$ cat config.mk
export PLATFORM = sky130hd
export DESIGN_NAME = cc_timer
export DESIGN_NICKNAME = d
export VERILOG_FILES = /design/src/rtl/cct_pkg.sv /design/src/rtl/cct_timebase.sv /design/src/rtl/cct_capture.sv /design/src/rtl/cct_compare.sv /design/src/rtl/cc_timer.sv
export SDC_FILE = /design/constraint.sdc
export NUM_CORES = 1
export LEC_CHECK = 0
export BUFFER_PORTS_ARGS = -buffer_cell sky130_fd_sc_hd__buf_2
export CORE_ASPECT_RATIO = 1.25
export CORE_MARGIN = 2
export CORE_UTILIZATION = 54
export CTS_CLUSTER_DIAMETER = 120
export DETAILED_ROUTE_END_ITERATION = 8
export PLACE_DENSITY = 0.76
export REMOVE_ABC_BUFFERS = 1
export SETUP_SLACK_MARGIN = 0.15
export SLEW_MARGIN = 10
export SYNTH_ARGS = -nofsm -noshare
export SYNTH_HDL_FRONTEND = slang
export SYNTH_SLANG_ARGS = --single-unit
$ cat constraint.sdc
create_clock -name clk -period 3.8 [get_ports clk]
set_input_delay 0.38 -clock clk [delete_from_list [all_inputs] [get_ports clk]]
set_output_delay 0.38 -clock clk [all_outputs]
set_load 0.02 [all_outputs]
$ cat src/rtl/cct_pkg.sv
package cct_pkg;

  typedef enum logic [1:0] {
    EDGE_OFF  = 2'd0,
    EDGE_RISE = 2'd1,
    EDGE_FALL = 2'd2,
    EDGE_BOTH = 2'd3
  } edge_sel_e;

  typedef enum logic [1:0] {
    ACT_NONE   = 2'd0,
    ACT_TOGGLE = 2'd1,
    ACT_CLEAR  = 2'd2,
    ACT_SET    = 2'd3
  } oc_act_e;

  localparam int PRE_W = 4;

  // mask of prescaler bits that must all be one for a tick
  function automatic logic [PRE_W-1:0] div_mask(input logic [1:0] sel);
    case (sel)
      2'd0:    div_mask = 4'b0000;
      2'd1:    div_mask = 4'b0011;
      2'd2:    div_mask = 4'b0111;
      default: div_mask = 4'b1111;
    endcase
  endfunction

endpackage

$ cat src/rtl/cct_timebase.sv
module cct_timebase import cct_pkg::*; #(
  parameter int CNT_W = 16
) (
  input  logic             clk,
  input  logic             rst,
  input  logic [1:0]       div_sel,
  output logic [CNT_W-1:0] cnt_q,
  output logic             tick,
  output logic             inc_q,
  output logic             wrap
);

  logic [PRE_W-1:0] pre_q;
  logic [PRE_W-1:0] mask;

  assign mask = div_mask(div_sel);
  assign tick = ((pre_q & mask) == mask);
  assign wrap = tick && (&cnt_q);

  always_ff @(posedge clk) begin
    if (rst) begin
      pre_q <= '0;
      cnt_q <= '0;
      inc_q <= 1'b0;
    end else begin
      pre_q <= pre_q + 1'b1;
      inc_q <= tick;
      if (tick) cnt_q <= cnt_q + 1'b1;
    end
  end

endmodule

$ cat src/rtl/cct_capture.sv
module cct_capture import cct_pkg::*; #(
  parameter int CNT_W = 16
) (
  input  logic             clk,
  input  logic             rst,
  input  logic             pin,
  input  logic [1:0]       sel,
  input  logic [CNT_W-1:0] cnt,
  output logic [CNT_W-1:0] cap_q,
  output logic             hit
);

  logic s1_q, s2_q, s3_q;
  logic rise, fall;
  edge_sel_e mode;

  assign mode = edge_sel_e'(sel);
  assign rise = s2_q & ~s3_q;
  assign fall = ~s2_q & s3_q;

  always_comb begin
    case (mode)
      EDGE_RISE: hit = rise;
      EDGE_FALL: hit = fall;
      EDGE_BOTH: hit = rise | fall;
      default:   hit = 1'b0;
    endcase
  end

  always_ff @(posedge clk) begin
    if (rst) begin
      s1_q  <= 1'b0;
      s2_q  <= 1'b0;
      s3_q  <= 1'b0;
      cap_q <= '0;
    end else begin
      s1_q <= pin;
      s2_q <= s1_q;
      s3_q <= s2_q;
      if (hit) cap_q <= cnt;
    end
  end

endmodule

$ cat src/rtl/cct_compare.sv
module cct_compare import cct_pkg::*; #(
  parameter int CNT_W = 16
) (
  input  logic             clk,
  input  logic             rst,
  input  logic             inc_q,
  input  logic [CNT_W-1:0] cnt,
  input  logic [CNT_W-1:0] cmp_val,
  input  logic [1:0]       act,
  output logic             pin_q,
  output logic             hit
);

  oc_act_e mode;

  assign mode = oc_act_e'(act);
  // fires once per counter value: only on the clock after an increment
  assign hit  = inc_q && (cnt == cmp_val);

  always_ff @(posedge clk) begin
    if (rst) begin
      pin_q <= 1'b0;
    end else if (hit) begin
      case (mode)
        ACT_TOGGLE: pin_q <= ~pin_q;
        ACT_CLEAR:  pin_q <= 1'b0;
        ACT_SET:    pin_q <= 1'b1;
        default:    pin_q <= pin_q;
      endcase
    end
  end

endmodule

$ cat src/rtl/cc_timer.sv
module cc_timer import cct_pkg::*; #(
  parameter int CNT_W  = 16,
  parameter int N_IC   = 3,
  parameter int N_OC   = 5,
  parameter int DATA_W = 16,
  parameter int ADDR_W = 4
) (
  input  logic              clk,
  input  logic              rst,
  input  logic              we,
  input  logic [ADDR_W-1:0] addr,
  input  logic [DATA_W-1:0] wdata,
  output logic [DATA_W-1:0] rdata,
  input  logic [N_IC-1:0]   ic_pin,
  output logic [N_OC-1:0]   oc_pin,
  output logic              irq
);

  localparam int CTRL_W = 2 + 2*N_IC;
  localparam int ACT_W  = 2*N_OC;
  localparam int FLAG_W = N_IC + N_OC + 1;
  localparam int A_CNT  = 0;
  localparam int A_CAP0 = 1;
  localparam int A_CMP0 = A_CAP0 + N_IC;
  localparam int A_CTRL = A_CMP0 + N_OC;
  localparam int A_ACT  = A_CTRL + 1;
  localparam int A_FLAG = A_ACT + 1;
  localparam int A_EN   = A_FLAG + 1;

  logic [CTRL_W-1:0] ctrl_q;
  logic [ACT_W-1:0]  act_q;
  logic [FLAG_W-1:0] flag_q;
  logic [FLAG_W-1:0] en_q;
  logic [FLAG_W-1:0] flag_set;
  logic [FLAG_W-1:0] flag_clr;
  logic [DATA_W-1:0] rd_mux;
  logic [DATA_W-1:0] rdata_q;
  logic              irq_q;

  logic [CNT_W-1:0]  cnt_q;
  logic              tick;
  logic              inc_q;
  logic              wrap;

  logic [CNT_W-1:0]  cap_val [N_IC];
  logic [N_IC-1:0]   ic_hit;
  logic [CNT_W-1:0]  cmp_q   [N_OC];
  logic [N_OC-1:0]   oc_hit;

  cct_timebase #(.CNT_W(CNT_W)) u_tb (
    .clk     (clk),
    .rst     (rst),
    .div_sel (ctrl_q[1:0]),
    .cnt_q   (cnt_q),
    .tick    (tick),
    .inc_q   (inc_q),
    .wrap    (wrap)
  );

  for (genvar i = 0; i < N_IC; i++) begin : g_ic
    cct_capture #(.CNT_W(CNT_W)) u_cap (
      .clk   (clk),
      .rst   (rst),
      .pin   (ic_pin[i]),
      .sel   (ctrl_q[2+2*i +: 2]),
      .cnt   (cnt_q),
      .cap_q (cap_val[i]),
      .hit   (ic_hit[i])
    );
  end

  for (genvar j = 0; j < N_OC; j++) begin : g_oc
    always_ff @(posedge clk) begin
      if (rst)                                   cmp_q[j] <= '0;
      else if (we && addr == ADDR_W'(A_CMP0+j))  cmp_q[j] <= wdata[CNT_W-1:0];
    end

    cct_compare #(.CNT_W(CNT_W)) u_cmp (
      .clk     (clk),
      .rst     (rst),
      .inc_q   (inc_q),
      .cnt     (cnt_q),
      .cmp_val (cmp_q[j]),
      .act     (act_q[2*j +: 2]),
      .pin_q   (oc_pin[j]),
      .hit     (oc_hit[j])
    );
  end

  assign flag_set = {wrap, oc_hit, ic_hit};
  assign flag_clr = (we && addr == ADDR_W'(A_FLAG)) ? wdata[FLAG_W-1:0] : '0;

  always_ff @(posedge clk) begin
    if (rst) begin
      ctrl_q <= '0;
      act_q  <= '0;
      en_q   <= '0;
      flag_q <= '0;
    end else begin
      if (we && addr == ADDR_W'(A_CTRL)) ctrl_q <= wdata[CTRL_W-1:0];
      if (we && addr == ADDR_W'(A_ACT))  act_q  <= wdata[ACT_W-1:0];
      if (we && addr == ADDR_W'(A_EN))   en_q   <= wdata[FLAG_W-1:0];
      // a new event in the same clock outranks a clear
      flag_q <= (flag_q & ~flag_clr) | flag_set;
    end
  end

  always_comb begin
    rd_mux = '0;
    if (addr == ADDR_W'(A_CNT))  rd_mux = DATA_W'(cnt_q);
    if (addr == ADDR_W'(A_CTRL)) rd_mux = DATA_W'(ctrl_q);
    if (addr == ADDR_W'(A_ACT))  rd_mux = DATA_W'(act_q);
    if (addr == ADDR_W'(A_FLAG)) rd_mux = DATA_W'(flag_q);
    if (addr == ADDR_W'(A_EN))   rd_mux = DATA_W'(en_q);
    for (int i = 0; i < N_IC; i++)
      if (addr == ADDR_W'(A_CAP0+i)) rd_mux = DATA_W'(cap_val[i]);
    for (int j = 0; j < N_OC; j++)
      if (addr == ADDR_W'(A_CMP0+j)) rd_mux = DATA_W'(cmp_q[j]);
  end

  always_ff @(posedge clk) begin
    if (rst) begin
      rdata_q <= '0;
      irq_q   <= 1'b0;
    end else begin
      rdata_q <= rd_mux;
      irq_q   <= |(flag_q & en_q);
    end
  end

  assign rdata = rdata_q;
  assign irq   = irq_q;

endmodule

==> results by group <==
Cells and area
  – Final Net Count: between 1000 and 1500
  – Layout cells sized above 1: between 10% and 20%
  – Post-route cell area: 12100 µm²
  – Most frequent cells in the layout: dfxtp_1 (136), nor2_1 (104), nand2_1 (94)
  – Antenna cells: 0
  – Fill count: about 1700
  – Core Util, Final: roughly three fifths
  – Layout area overhead: 9.83%
  – Most common cell after layout, fill and taps aside: dfxtp_1
  – Final std cells w/o fill: ~1400

Logic synthesis
  – Share of flip-flops with an asynchronous set or reset: 0%
  – Mux cell area share after synthesis: a little under a tenth
  – Cell variety after synth: 71
  – Synth Area in XOR/XNOR: a little under 7%
  – Syn Inst Count: 1152
  – Synth Area in Adders: less than 1%
  – Ys flop type: dfxtp_1
  – Yosys Warn Count: 0
  – Largest family of logic cells by synthesized area: simple AND/OR/NAND/NOR gates
  – Post-synth EDFFs: 80
  – Compound-cell area share of the yosys netlist: 12.7%
  – Synth Area in Simple Gates: 19.1%
  – Leading area contributor after synthesis: dfxtp_1
  – FF+latch count, synth: 216
  – Synth top area share: 24.8%
  – Seq/Total Area, Yosys: around 47%
  – Synth top area cells: dfxtp_1 (25%), edfxtp_1 (22%), mux2i_1 (7.3%)
  – Avg Inst Size Synth: 9.55 µm²
  – Mapped Area: 11000 µm²

STA
  – # setup viols final: 0
  – Fin Hold WS: 0.0656 ns
  – Slew at the pin closest to its max-slew limit: 1.05 ns
  – RSZ-0062 raised after global routing: false
  – Fmax: approximately 380 MHz
  – Endpoints failing hold: 0
  – Clock skew after layout: around 0.018 ns
  – Final period util: between 60% and 70%
  – Pins Over Slew Limit: 0
  – Tmin final: between 2 and 3 ns
  – Max-slew headroom: between 20 and 30%
  – Setup_tns: 0 ns

Setup path
  – Sequence of cells on the critical path: xnor2_1 -> nand4_1 -> nor4_1 -> nand2_1 -> o311ai_0
  – CP arrival: a little over 3 ns
  – Crit path kind: reg2reg
  – Buf+Inv Stages, Crit Path: 0
  – Biggest cell delay along the critical path: between 0.9 and 1 ns
  – Crit path launch type: flop
  – Critical Path Start: u_tb.cnt_q[2]
  – Worst reg2reg path startpoint: u_tb.cnt_q[2]
  – Slowest CP cell: dfxtp_1
  – Setup crit end kind: flop
  – Stages on worst setup path: 5
  – CP Max Fanout: 14
  – FF-to-FF path depth: 5
  – Critical path's top delay family: simple AND/OR/NAND/NOR gates
  – Worst EP required: 4.21 ns

Floorplan
  – Core Region: roughly 20000 µm²
  – Die H: between 150 and 200 µm
  – Io pins: 48
  – Starting density of the core: around 55%
  – Full die area: roughly 22000 µm²
  – # rows: 58
  – Die Wd: 132 µm

Detailed routing
  – DR vias/cell: between 6 and 7
  – DRT Wirelength: approximately 34000 µm
  – Starting DRT DRC Count: ~1400
  – Number of remaining DRC errors: 0
  – DRT Pass-1 Iters: 8
  – Routed via count: between 9000 and 10000
  – Post-route ant nets: 0
  – WL per Instance: approximately 23 µm

Power and ir drop
  – PwrDens: around 430 nW/µm²
  – Worst vdd ir: 0.308 mV
  – Leakage power: about 4.4 nW

Place
  – Placed cell count: 1404
  – DP HPWL: 23500 µm
  – Port buffer count: 47
  – Gpl congestion: 1.06
  – Placed cell areas: around 11000 µm²

GRT
  – Pin count of the biggest net entering global routing: between 80 and 90
  – Vias in the first global route: 8643
  – Congestion Overflow GR: 0
  – Total track usage: between 30% and 40%
  – First-pass GRT wire length: about 50000 µm
  – Initial antenna violation count: 0

CTS
  – Root Buffer: clkbuf_16
  – Post-CTS setup buffers: 0
  – CTS H-tree lvls: 1
  – Clock Tree Buf Depth: 3
  – Clock-pin slew on the worst setup and hold paths: ~0.060 ns
  – CTS resizes: 0
  – CTS tree: yes
  – Post-CTS Hold Fix Bufs: 0
  – Num Clock Sinks: 216
  – Worst skew pair latency: ~0.52 ns
  – Total CTS buffers: 22

Min path
  – Hold path depth: 2
  – Path type of the worst min-delay path: in2reg
  – Worst hold start: ic_pin[2]

Run status
  – Status: finished clean

Flow run
  – Max-Cap Viols: 0
cell usage after synthesis (all sizes together), types with 10 or more instances:
library cell,count
a31oi,12
buf,55
xor2,16
and2,81
mux2,11
mux2i,80
o22ai,11
nor2b,19
xnor2,69
a21oi,61
nand2b,10
o21ai,59
clkbuf,39
nand3,22
edfxtp,80
inv,22
nor3,17
nand2,95
dfxtp,136
nand4,24
nor2,107
where the power goes:
group	total [W]	internal (W)	leakage [nW]	switching [W]
registers	0.00255	0.00248	1.87	0.0000727
clock network	0.00218	0.00127	0.365	0.000905
logic	0.000456	0.000154	2.16	0.000303
final cells by class:
| type | count | area, µm² | share of cell area [%] |
|---|---|---|---|
| Inverter | 22 | 82.6 | 0.684 |
| Clock inverter | 4 | 17.5 | 0.145 |
| Multi-Input combinational cell | 820 | 5350 | 44.3 |
| Sequential cell | 216 | 5120 | 42.4 |
| Timing Repair Buffer | 76 | 458 | 3.79 |
| Clock buffer | 36 | 712 | 5.89 |
| Tap cell | 270 | 338 | 2.80 |
registers in the layout (all words and copies together), names as in the netlist:
register	cells
act_q	10
cmp_q	80
ctrl_q	8
en_q	9
flag_q	9
g_ic.u_cap.cap_q	48
g_ic.u_cap.s1_q	3
g_ic.u_cap.s2_q	3
g_ic.u_cap.s3_q	3
g_oc.u_cmp.pin_q	5
irq	1
rdata	16
u_tb.cnt_q	16
u_tb.inc_q	1
u_tb.pre_q	4
path summary, 6_finish.rpt:
check	slack, ns	to
hold reg to reg	0.45	g_ic[2].u_cap.s2_q
setup reg to reg	1.18	g_oc[2].u_cmp.pin_q
setup / recovery	1.18	g_oc[2].u_cmp.pin_q
hold / removal	0.07	g_ic[2].u_cap.s1_q
metal layers:
metal  track usage, %  vias to the layer above  part of all wire (%)
met3             5.00                      145                   9.8
li1                 -                     4064                     -
met5                0                        -                     0
met1             40.0                     4268                    39
met2             50.8                      568                    46
met4             16.0                        0                   5.6
metrics by stage:
step,power (W),worst slack [ns]
after floorplan,0.00281,1.10
after global placement,0.00303,1.01
after detailed placement,0.00304,1.00
after CTS,0.00518,1.32
after global routing,0.00531,1.13
final,0.00519,1.18
logic make-up after synthesis:
kind of cell               count (synthesis)
AOI/OAI and AO/OA                        218
and+or+nand+nor                          415
buffers and inverters                    116
muxes                                     94
adders and majority gates                  8
xor gates and xnor gates                  85
DFF                                      216
Note: power is estimated with default switching activity, not from simulation.
